==> src/rtl/eth_tx_pkg.sv <==
package eth_tx_pkg;

  typedef enum logic [1:0] {
    ST_IDLE = 2'd0,
    ST_DATA = 2'd1,
    ST_PAD  = 2'd2,
    ST_FCS  = 2'd3
  } seq_state_t;

  localparam logic [31:0] FCS_SEED = 32'hFFFF_FFFF;

  // One byte of a reflected CRC, least significant bit first.
  function automatic logic [31:0] fcs_step(input logic [31:0] cur,
                                           input logic [7:0]  din,
                                           input logic [31:0] poly);
    logic [31:0] r;
    r = cur ^ {24'd0, din};
    for (int b = 0; b < 8; b++) begin
      r = r[0] ? ((r >> 1) ^ poly) : (r >> 1);
    end
    return r;
  endfunction

endpackage

==> src/rtl/eth_tx_fcs_calc.sv <==
module eth_tx_fcs_calc #(
  parameter logic [31:0] POLY = 32'hEDB8_8320
) (
  input  logic        clk,
  input  logic        rst,
  input  logic        restart,
  input  logic        update,
  input  logic [7:0]  din,
  output logic [31:0] crc_q
);
  import eth_tx_pkg::*;

  logic [31:0] base;

  assign base = restart ? FCS_SEED : crc_q;

  always_ff @(posedge clk) begin
    if (rst) begin
      crc_q <= FCS_SEED;
    end else if (update) begin
      crc_q <= fcs_step(base, din, POLY);
    end else if (restart) begin
      crc_q <= FCS_SEED;
    end
  end

endmodule

==> src/rtl/eth_tx_run_ctrl.sv <==
module eth_tx_run_ctrl (
  input  logic clk,
  input  logic rst,
  input  logic tx_enable,
  input  logic frame_busy,
  output logic running
);

  always_ff @(posedge clk) begin
    if (rst) begin
      running <= 1'b0;
    end else if (!running) begin
      running <= tx_enable;
    end else begin
      running <= tx_enable | frame_busy;
    end
  end

  a_r7_no_stop_midframe: assert property (@(posedge clk) disable iff (rst)
    (running && frame_busy) |=> running);

  a_r6_start_from_stop: assert property (@(posedge clk) disable iff (rst)
    (!running && tx_enable) |=> running);

endmodule

==> src/rtl/eth_tx_frame_seq.sv <==
module eth_tx_frame_seq #(
  parameter int MIN_DATA = 60,
  parameter int FCS_BYTES = 4,
  localparam int CNT_W = $clog2(MIN_DATA + 1),
  localparam int IDX_W = $clog2(FCS_BYTES)
) (
  input  logic        clk,
  input  logic        rst,
  input  logic        running,
  input  logic        tx_enable,
  input  logic        pad_en,
  input  logic        crc_en,
  input  logic        in_valid,
  input  logic [7:0]  in_data,
  input  logic        in_last,
  output logic        in_ready,
  input  logic [31:0] crc_val,
  output logic        crc_restart,
  output logic        crc_update,
  output logic [7:0]  crc_din,
  output logic        frame_busy,
  output logic        out_valid,
  output logic [7:0]  out_data,
  output logic        out_last
);
  import eth_tx_pkg::*;

  localparam logic [CNT_W-1:0] CNT_CAP = CNT_W'(MIN_DATA);
  localparam logic [IDX_W-1:0] IDX_END = IDX_W'(FCS_BYTES - 1);

  seq_state_t       state;
  logic [CNT_W-1:0] cnt_q;
  logic [IDX_W-1:0] idx_q;
  logic             pad_l;
  logic             crc_l;

  logic             at_start;
  logic             accept;
  logic             pad_eff;
  logic             crc_eff;
  logic [CNT_W-1:0] cnt_next;

  assign at_start = (state == ST_IDLE);
  assign in_ready = (at_start && running && tx_enable) || (state == ST_DATA);
  assign accept   = in_valid && in_ready;

  assign pad_eff  = at_start ? pad_en : pad_l;
  assign crc_eff  = at_start ? (crc_en | pad_en) : crc_l;

  always_comb begin
    if (at_start) begin
      cnt_next = CNT_W'(1);
    end else if (cnt_q == CNT_CAP) begin
      cnt_next = cnt_q;
    end else begin
      cnt_next = cnt_q + 1'b1;
    end
  end

  assign frame_busy  = !at_start;
  assign crc_restart = at_start;
  assign crc_update  = accept || (state == ST_PAD);
  assign crc_din     = (state == ST_PAD) ? 8'h00 : in_data;

  always_ff @(posedge clk) begin
    if (rst) begin
      state     <= ST_IDLE;
      cnt_q     <= '0;
      idx_q     <= '0;
      pad_l     <= 1'b0;
      crc_l     <= 1'b0;
      out_valid <= 1'b0;
      out_data  <= 8'h00;
      out_last  <= 1'b0;
    end else begin
      out_valid <= 1'b0;
      out_last  <= 1'b0;
      unique case (state)
        ST_IDLE, ST_DATA: begin
          if (accept) begin
            out_valid <= 1'b1;
            out_data  <= in_data;
            cnt_q     <= cnt_next;
            if (at_start) begin
              pad_l <= pad_en;
              crc_l <= crc_en | pad_en;
            end
            if (in_last) begin
              idx_q <= '0;
              if (pad_eff && (cnt_next < CNT_CAP)) begin
                state <= ST_PAD;
              end else if (crc_eff) begin
                state <= ST_FCS;
              end else begin
                state    <= ST_IDLE;
                out_last <= 1'b1;
              end
            end else begin
              state <= ST_DATA;
            end
          end
        end
        ST_PAD: begin
          out_valid <= 1'b1;
          out_data  <= 8'h00;
          cnt_q     <= cnt_next;
          if (cnt_next == CNT_CAP) begin
            state <= ST_FCS;
          end
        end
        ST_FCS: begin
          out_valid <= 1'b1;
          out_data  <= ~crc_val[{idx_q, 3'b000} +: 8];
          idx_q     <= idx_q + 1'b1;
          if (idx_q == IDX_END) begin
            state    <= ST_IDLE;
            out_last <= 1'b1;
          end
        end
        default: state <= ST_IDLE;
      endcase
    end
  end

  a_r2_last_is_valid: assert property (@(posedge clk) disable iff (rst)
    out_last |-> out_valid);

  a_r3_fcs_ends_frame: assert property (@(posedge clk) disable iff (rst)
    (state == ST_FCS && idx_q == IDX_END) |=> (out_last && out_valid));

  a_r4_pad_floor: assert property (@(posedge clk) disable iff (rst)
    (out_last && pad_l) |-> (cnt_q == CNT_CAP));

  a_r5_pad_forces_fcs: assert property (@(posedge clk) disable iff (rst)
    pad_l |-> crc_l);

  a_r8_no_ready_filling: assert property (@(posedge clk) disable iff (rst)
    (state == ST_PAD || state == ST_FCS) |-> !in_ready);

  a_r9_opts_held: assert property (@(posedge clk) disable iff (rst)
    (state != ST_IDLE) |=> ($stable(pad_l) && $stable(crc_l)));

endmodule

==> src/rtl/eth_tx_framer.sv <==
module eth_tx_framer #(
  parameter int          MIN_FRAME = 64,
  parameter logic [31:0] FCS_POLY  = 32'hEDB8_8320,
  localparam int         FCS_BYTES = 4,
  localparam int         MIN_DATA  = MIN_FRAME - FCS_BYTES
) (
  input  logic       clk,
  input  logic       rst,
  input  logic       tx_enable,
  input  logic       pad_en,
  input  logic       crc_en,
  input  logic       in_valid,
  input  logic [7:0] in_data,
  input  logic       in_last,
  output logic       in_ready,
  output logic       out_valid,
  output logic [7:0] out_data,
  output logic       out_last,
  output logic       tx_running
);

  logic        frame_busy;
  logic        crc_restart;
  logic        crc_update;
  logic [7:0]  crc_din;
  logic [31:0] crc_val;

  eth_tx_run_ctrl u_run (
    .clk        (clk),
    .rst        (rst),
    .tx_enable  (tx_enable),
    .frame_busy (frame_busy),
    .running    (tx_running)
  );

  eth_tx_frame_seq #(
    .MIN_DATA  (MIN_DATA),
    .FCS_BYTES (FCS_BYTES)
  ) u_seq (
    .clk         (clk),
    .rst         (rst),
    .running     (tx_running),
    .tx_enable   (tx_enable),
    .pad_en      (pad_en),
    .crc_en      (crc_en),
    .in_valid    (in_valid),
    .in_data     (in_data),
    .in_last     (in_last),
    .in_ready    (in_ready),
    .crc_val     (crc_val),
    .crc_restart (crc_restart),
    .crc_update  (crc_update),
    .crc_din     (crc_din),
    .frame_busy  (frame_busy),
    .out_valid   (out_valid),
    .out_data    (out_data),
    .out_last    (out_last)
  );

  eth_tx_fcs_calc #(
    .POLY (FCS_POLY)
  ) u_fcs (
    .clk     (clk),
    .rst     (rst),
    .restart (crc_restart),
    .update  (crc_update),
    .din     (crc_din),
    .crc_q   (crc_val)
  );

  a_r6_ready_needs_run: assert property (@(posedge clk) disable iff (rst)
    in_ready |-> tx_running);

  a_r7_running_at_end: assert property (@(posedge clk) disable iff (rst)
    (frame_busy && tx_running) |=> tx_running);

endmodule

==> config.mk <==
export PLATFORM = sky130hd
export DESIGN_NAME = eth_tx_framer
export DESIGN_NICKNAME = d
export VERILOG_FILES = /design/src/rtl/eth_tx_pkg.sv /design/src/rtl/eth_tx_fcs_calc.sv /design/src/rtl/eth_tx_run_ctrl.sv /design/src/rtl/eth_tx_frame_seq.sv /design/src/rtl/eth_tx_framer.sv
export SDC_FILE = /design/constraint.sdc
export NUM_CORES = 1
export LEC_CHECK = 0
export ABC_AREA = 1
export BUFFER_PORTS_ARGS = -buffer_cell sky130_fd_sc_hd__buf_2
export CAP_MARGIN = 20
export CORE_MARGIN = 2
export CORE_UTILIZATION = 54
export CTS_CLUSTER_DIAMETER = 100
export DETAILED_ROUTE_END_ITERATION = 7
export GPL_TIMING_DRIVEN = 0
export HOLD_SLACK_MARGIN = 0.08
export PLACE_DENSITY = 0.68
export SLEW_MARGIN = 20
export SYNTH_ARGS = -nofsm -noshare
export SYNTH_HDL_FRONTEND = slang
export SYNTH_SLANG_ARGS = --single-unit
==> constraint.sdc <==
create_clock -name clk -period 2.48 [get_ports clk]
set_input_delay 0.372 -clock clk [delete_from_list [all_inputs] [get_ports clk]]
set_output_delay 0.372 -clock clk [all_outputs]
set_load 0.03 [all_outputs]
==> Yosys cells after proc, flatten, opt, wreduce, memory -nomap -nowiden <==
Cells that the tools add are included.
{ "op_classes": {"add_sub_neg": 2, "n_mul": 0, "n_div": 0, "n_lt_le_gt_ge": 1, "n_eq_ne": 10, "shift": 1, "mux": 38, "bitwise_logic": 12, "reduce_logical": 16} }
{ "ops": {"columns": ["op", "count"], "rows": [
  ["$mux 32", 10],
  ["$not 13->14", 8],
  ["$shiftx 32x6->8", 1],
  ["$xor 32x8->32", 1],
  ["$pmux 8 s3", 1],
  ["$mux 6", 3],
  ["$mux 2", 8],
  ["$mux 8", 2],
  ["$eq 6x6->1 const B", 2],
  ["$pmux 6 s2", 1],
  ["$mux 1", 9],
  ["$not 8->8", 1],
  ["$add 6x1->6 const B", 1],
  ["$eq 2x2->1 const B", 3],
  ["$lt 6x6->1 const B", 1],
  ["$pmux 2 s3", 1],
  ["$reduce_and 3->1", 2],
  ["$logic_and 1x1->1", 4],
  ["$ne 2x1->1 const B", 2],
  ["$ne 2x2->1 const B", 2],
  ["$pmux 1 s2", 2],
  ["$pmux 2 s2", 1],
  ["$reduce_and 2->1", 2],
  ["$reduce_bool 2->1", 2],
  ["other kinds (7)", 10]
]} }
{ "totals": {"ff_bits": 55, "latch_bits": 0, "ram_bits": 0, "romBits": 0, "in_bits": 15, "output_inout_bits": 12, "elab_cells": 90, "memories": 0} }

==> Longest topological paths before layout <==
{ "depth": {"word_depth": 20, "depth_mapped": 17, "ltp_nobuf": 16} }

==> By module <==
From an unflattened synthesis, not the netlist that was laid out.
{ "hier_totals": {"hier_cells": 695, "area_unflattened_um2": 4164.0} }
{ "by_module_without_submodules": {"columns": ["mod", "n_inst", "cells_per_inst", "area_each_um2", "seq_area_each_um2"], "rows": [
  ["eth_tx_fcs_calc", 1, 443, 2618.8, 640.6],
  ["eth_tx_frame_seq", 1, 248, 1508.9, 440.4],
  ["eth_tx_run_ctrl", 1, 4, 36.3, 20.0]
]} }

==> Worst setup path before layout <==
Ideal clock, no wire load.
{ "synth_timing": {"path_type": "register to register", "start": "register u_run.running", "end": "register u_fcs.crc_q[9]", "setup_ns": 0.126, "t_arrival_ns": 1.999, "required_time_ns": 2.354, "path_slack_ns": 0.355, "path_stages_with_launch": 9, "path_buffers": 1, "period_less_slack_ns": 2.125, "cell_sequence": "dfxtp_1 nand2_1 a21oi_1 nand2_1 nand2_2 clkbuf_1 o21ai_0 o22ai_1 nand2_1"} }
{ "synth_via": {"elab_chain_len": 6} }
{ "synth_lines": {"columns": ["element", "line_no", "source"], "rows": [
  ["start: declaration", "eth_tx_run_ctrl.sv:6", "output logic running"],
  ["start signal: assignment", "eth_tx_run_ctrl.sv:13", "running <= tx_enable;"],
  ["start signal: assignment", "eth_tx_run_ctrl.sv:15", "running <= tx_enable | frame_busy;"],
  ["$logic_and 1x1->1 (2 in a row)", "eth_tx_frame_seq.sv:44", "assign in_ready = (at_start && running && tx_enable) || (state == ST_DATA);"],
  ["$logic_or 1x1->1", "eth_tx_frame_seq.sv:44", null],
  ["named net in_ready", "eth_tx_framer.sv:15", "output logic in_ready,"],
  ["$logic_and 1x1->1", "eth_tx_frame_seq.sv:45", "assign accept = in_valid && in_ready;"],
  ["$logic_or 1x1->1", "eth_tx_frame_seq.sv:62", "assign crc_update = accept || (state == ST_PAD);"],
  ["$mux 32", "eth_tx_fcs_calc.sv:20", "end else if (update) begin"],
  ["end signal: assignment", "eth_tx_fcs_calc.sv:21", "crc_q <= fcs_step(base, din, POLY);"],
  ["end: declaration", "eth_tx_fcs_calc.sv:9", "output logic [31:0] crc_q"]
]} }
The timed path passes the listed nets, and every way through them passes these cells.
A chain may end at the register's enable or synchronous reset.

==> Worst setup path after layout <==
{ "layout_timing": {"start": "register u_seq.state[0]", "end": "register u_fcs.crc_q[9]"} }
{ "layout_via": {"elab_chain_len": 14, "word_cells_on_any_way": 22, "classes_between": "eq/ne: 2; mux: 11; bitwise: 3; reduce/logical: 6"} }
{ "layout_lines": {"columns": ["element", "line_no", "source"], "rows": [
  ["start: declaration", "eth_tx_frame_seq.sv:31", "seq_state_t state;"],
  ["start signal: assignment", "eth_tx_frame_seq.sv:67", "state <= ST_IDLE;"],
  ["start signal: assignment", "eth_tx_frame_seq.sv:91", "state <= ST_PAD;"],
  ["start signal: assignment", "eth_tx_frame_seq.sv:93", "state <= ST_FCS;"],
  ["$logic_not 2->1", "eth_tx_frame_seq.sv:43", "assign at_start = (state == ST_IDLE);"],
  ["$mux 32", null, null],
  ["$xor 32x8->32", "eth_tx_pkg.sv:17", "r = cur ^ {24'd0, din};"],
  ["$mux 32", "eth_tx_pkg.sv:19", "r = r[0] ? ((r >> 1) ^ poly) : (r >> 1);"],
  ["$not 13->14 (no source line)", null, null],
  ["$mux 32 (6 in a row)", "eth_tx_pkg.sv:19", null],
  ["$not 13->14 (no source line)", null, null],
  ["$mux 32", "eth_tx_pkg.sv:19", null],
  ["$mux 32 (*)", "eth_tx_fcs_calc.sv:20", null]
]} }
Every way passes the cells marked *; elsewhere a longest branch is shown, timed or not.

==> flow_metrics.tcl <==
set metrics [dict create \
    die_area_um2 7920 \
    viasPerCell 5.53 \
    final_layout_size_suffix_gt1_share_pct 18.1 \
    synthTopCellsByArea "dfxtp_1 28%, nand2_1 14%, a21oi_1 6.7%" \
    dp_hpwl_um 8600 \
    cpLargestDelayFamily "buffers and inverters" \
    synth_nets 610 \
    cp.arrival_ps 2370 \
    rsz0062_at_grt "no" \
    finClkSkew_ps 10.8 \
    vias 3989 \
    slowest_stage "clkbuf_1" \
    fmax_mhz 462 \
    h-tree-depth 2 \
    setup_viol 0 \
    drc 0 \
    syn2layout_area_growth_pct 9.30 \
    finalSetupTns_ps 0 \
    min_period_ps 2160 \
    synth_seq_cells 55 \
    hold_path.class "in2reg" \
    cts_tree "yes" \
    slowest_delay_ps 480 \
    ctsResizeCount 0 \
    layout_common_cells "145 x nand2_1, 55 x dfxtp_1, 54 x inv_1" \
    start_util_pct 56.5 \
    rows 30 \
    path_buf_inv 2 \
    clock_sinks 55 \
    firstDrtPassIters 5 \
    final_cells 721 \
    cap_violations 0 \
    antenna_found_initial 0 \
    place_worst_setup_slack_ps 344 \
    yosys.area.top_type "dfxtp_1" \
    avgSynthCellArea_um2 6.59 \
    die_x_um 89.0 \
    status "completed" \
    required_ps 2690 \
    slew_headroom_pct 54.3 \
    end_kind "flop" \
    diodes 0 \
    synth_area_um2 3900 \
    nFillCells 688 \
    worst_setup_path_start_kind "flop" \
    place.port_buffers 25 \
    path_common_cell "nand2_1" \
    ys_seq_area_share_pct 28.2 \
    fin_ws_ps 316 \
    ir_drop_mv 0.347 \
    fin_nets 642 \
    tightest_slew_ps 685 \
    ys_types 42 \
    p_leak_nw 1.96 \
    dp.cells 713 \
    grt_pass1_wl_um 18100 \
    crit_type "reg2reg" \
    die_y_um 89.0 \
    path_max_fanout 10 \
    routedWlPerCell_um 15.9 \
    clockBufferDepth 2 \
    worstPathCellList "inv_2, a21oi_1, nand2_1, nand2_2, clkbuf_1, o21ai_0, o22ai_1, nand2_1" \
    finalCritPeriodShare_pct 87.2 \
    wirelength_um 11500 \
    final_common_cell "nand2_1" \
    grt_use_total_pct 30.5 \
    drt_iter0_markers 265 \
    ant_nets 0 \
    syn_inst 592 \
    grt_max_degree 17 \
    ios 27 \
    powerDensity_nw_per_um2 688 \
    hold_viol 0 \
    postCtsHoldBufs 0 \
    slew_viol_final 0 \
    grt_overflow 0 \
    cts_root_buf "clkbuf_8" \
    postCtsSetupBuffers 0 \
    grt_pass1_vias 3552 \
    core_area_um2 6910 \
    ys_async_sr_fraction_pct 0 \
    synthFlopType "dfxtp_1" \
    synth_edf_count 0 \
    place_congestion 0.919 \
    p_total_w 0.00293 \
    regToRegSetupSlack_ps 320 \
    clkTransAtPathRegs_ps 110 \
    numCtsBuffers 5 \
    yosysWarnings 0 \
    synth_top_area_share_pct 28.2 \
    clk_latency_ps 330 \
]
metal layers:
layer | up-vias | GRT usage, % | part of all wire (%)
met1 | 1888 | 40.4 | 43
met5 | - | 0 | 0
met3 | 13 | 3.51 | 6.3
met4 | 0 | 7.46 | 1.3
li1 | 1954 | - | -
met2 | 134 | 53.1 | 49
cell type report:
class,instances,area [µm²],share of cell area (%)
clock buffer,6,82.6,1.94
clock inverter,2,35.0,0.822
sequential,55,1100,25.8
timing repair buffer,25,125,2.93
buffer,25,126,2.96
tap,96,120,2.82
inverter,63,239,5.60
multi-input combinational,449,2430,57.1
report_power, final:
group	total, W	internal, W	leakage, nW	switching [W]
Combinational	0.00122	0.000398	1.45	0.000824
Sequential	0.00106	0.000993	0.450	0.0000656
Clock	0.000652	0.000328	0.0612	0.000325
Total	0.00293	0.00172	1.96	0.00121
tightest hold or removal path, delay by kind of cell:
kind | cells | cell delay [ps]
buffers and inverters | 1 | 90
AO/OA/AOI/OAI | 1 | 40
AND/OR/NAND/NOR | 1 | 70
state kept, by name, indices dropped and copies added (netlist names):
signal           cells
u_fcs.crc_q         32
u_run.running        1
u_seq.cnt_q          6
u_seq.crc_l          1
u_seq.idx_q          2
u_seq.out_data       8
u_seq.out_last       1
u_seq.out_valid      1
u_seq.pad_l          1
u_seq.state          2
per-stage QoR:
stage          cell area [µm²]  util, %  hold WS (ps)
2_1_floorplan             3900        -           430
3_3_place_gp              4150     60.0           441
3_5_place_dp              4150     60.0           462
4_1_cts                   4260     61.7           275
5_1_grt                   4260     61.7           275
6_report                  4260     61.7           268
cell families after synthesis:
kind of cell | after synthesis | synth area share (%)
and+or+nand+nor | 287 | 34.3
AOI/OAI and AO/OA | 122 | 17.6
buffers and inverters | 88 | 9.36
DFF | 55 | 28.2
xor gates and xnor gates | 37 | 9.56
adders and majority gates | 3 | 0.962
synthesized netlist by cell type (6+ instances only):
cell      instances
xnor2_1          11
nand2_2          35
o21bai_1          6
nand2_4          11
inv_1            54
a21oi_1          52
o211ai_1         10
xor2_1           21
or2_2             7
nand3_1          28
nor2_1           49
inv_2             7
dfxtp_1          55
clkbuf_1         14
o21ai_0          41
nand2_1         145
final timing paths:
| check | start | endpoint | cells past startpoint |
|---|---|---|---|
| worst min register to register | u_seq.pad_l$_SDFFE_PP0P_ | u_seq.pad_l$_SDFFE_PP0P_ | 2 |
| worst min-delay path | tx_enable | u_run.running$_SDFF_PP0_ | 3 |
| worst max-delay path | u_seq.state[0]$_SDFFE_PP0P_ | u_fcs.crc_q[9]$_SDFF_PP1_ | 8 |
| worst max register to register | u_seq.state[0]$_SDFFE_PP0P_ | u_fcs.crc_q[9]$_SDFF_PP1_ | 8 |
(Power assumes the default switching activity.)
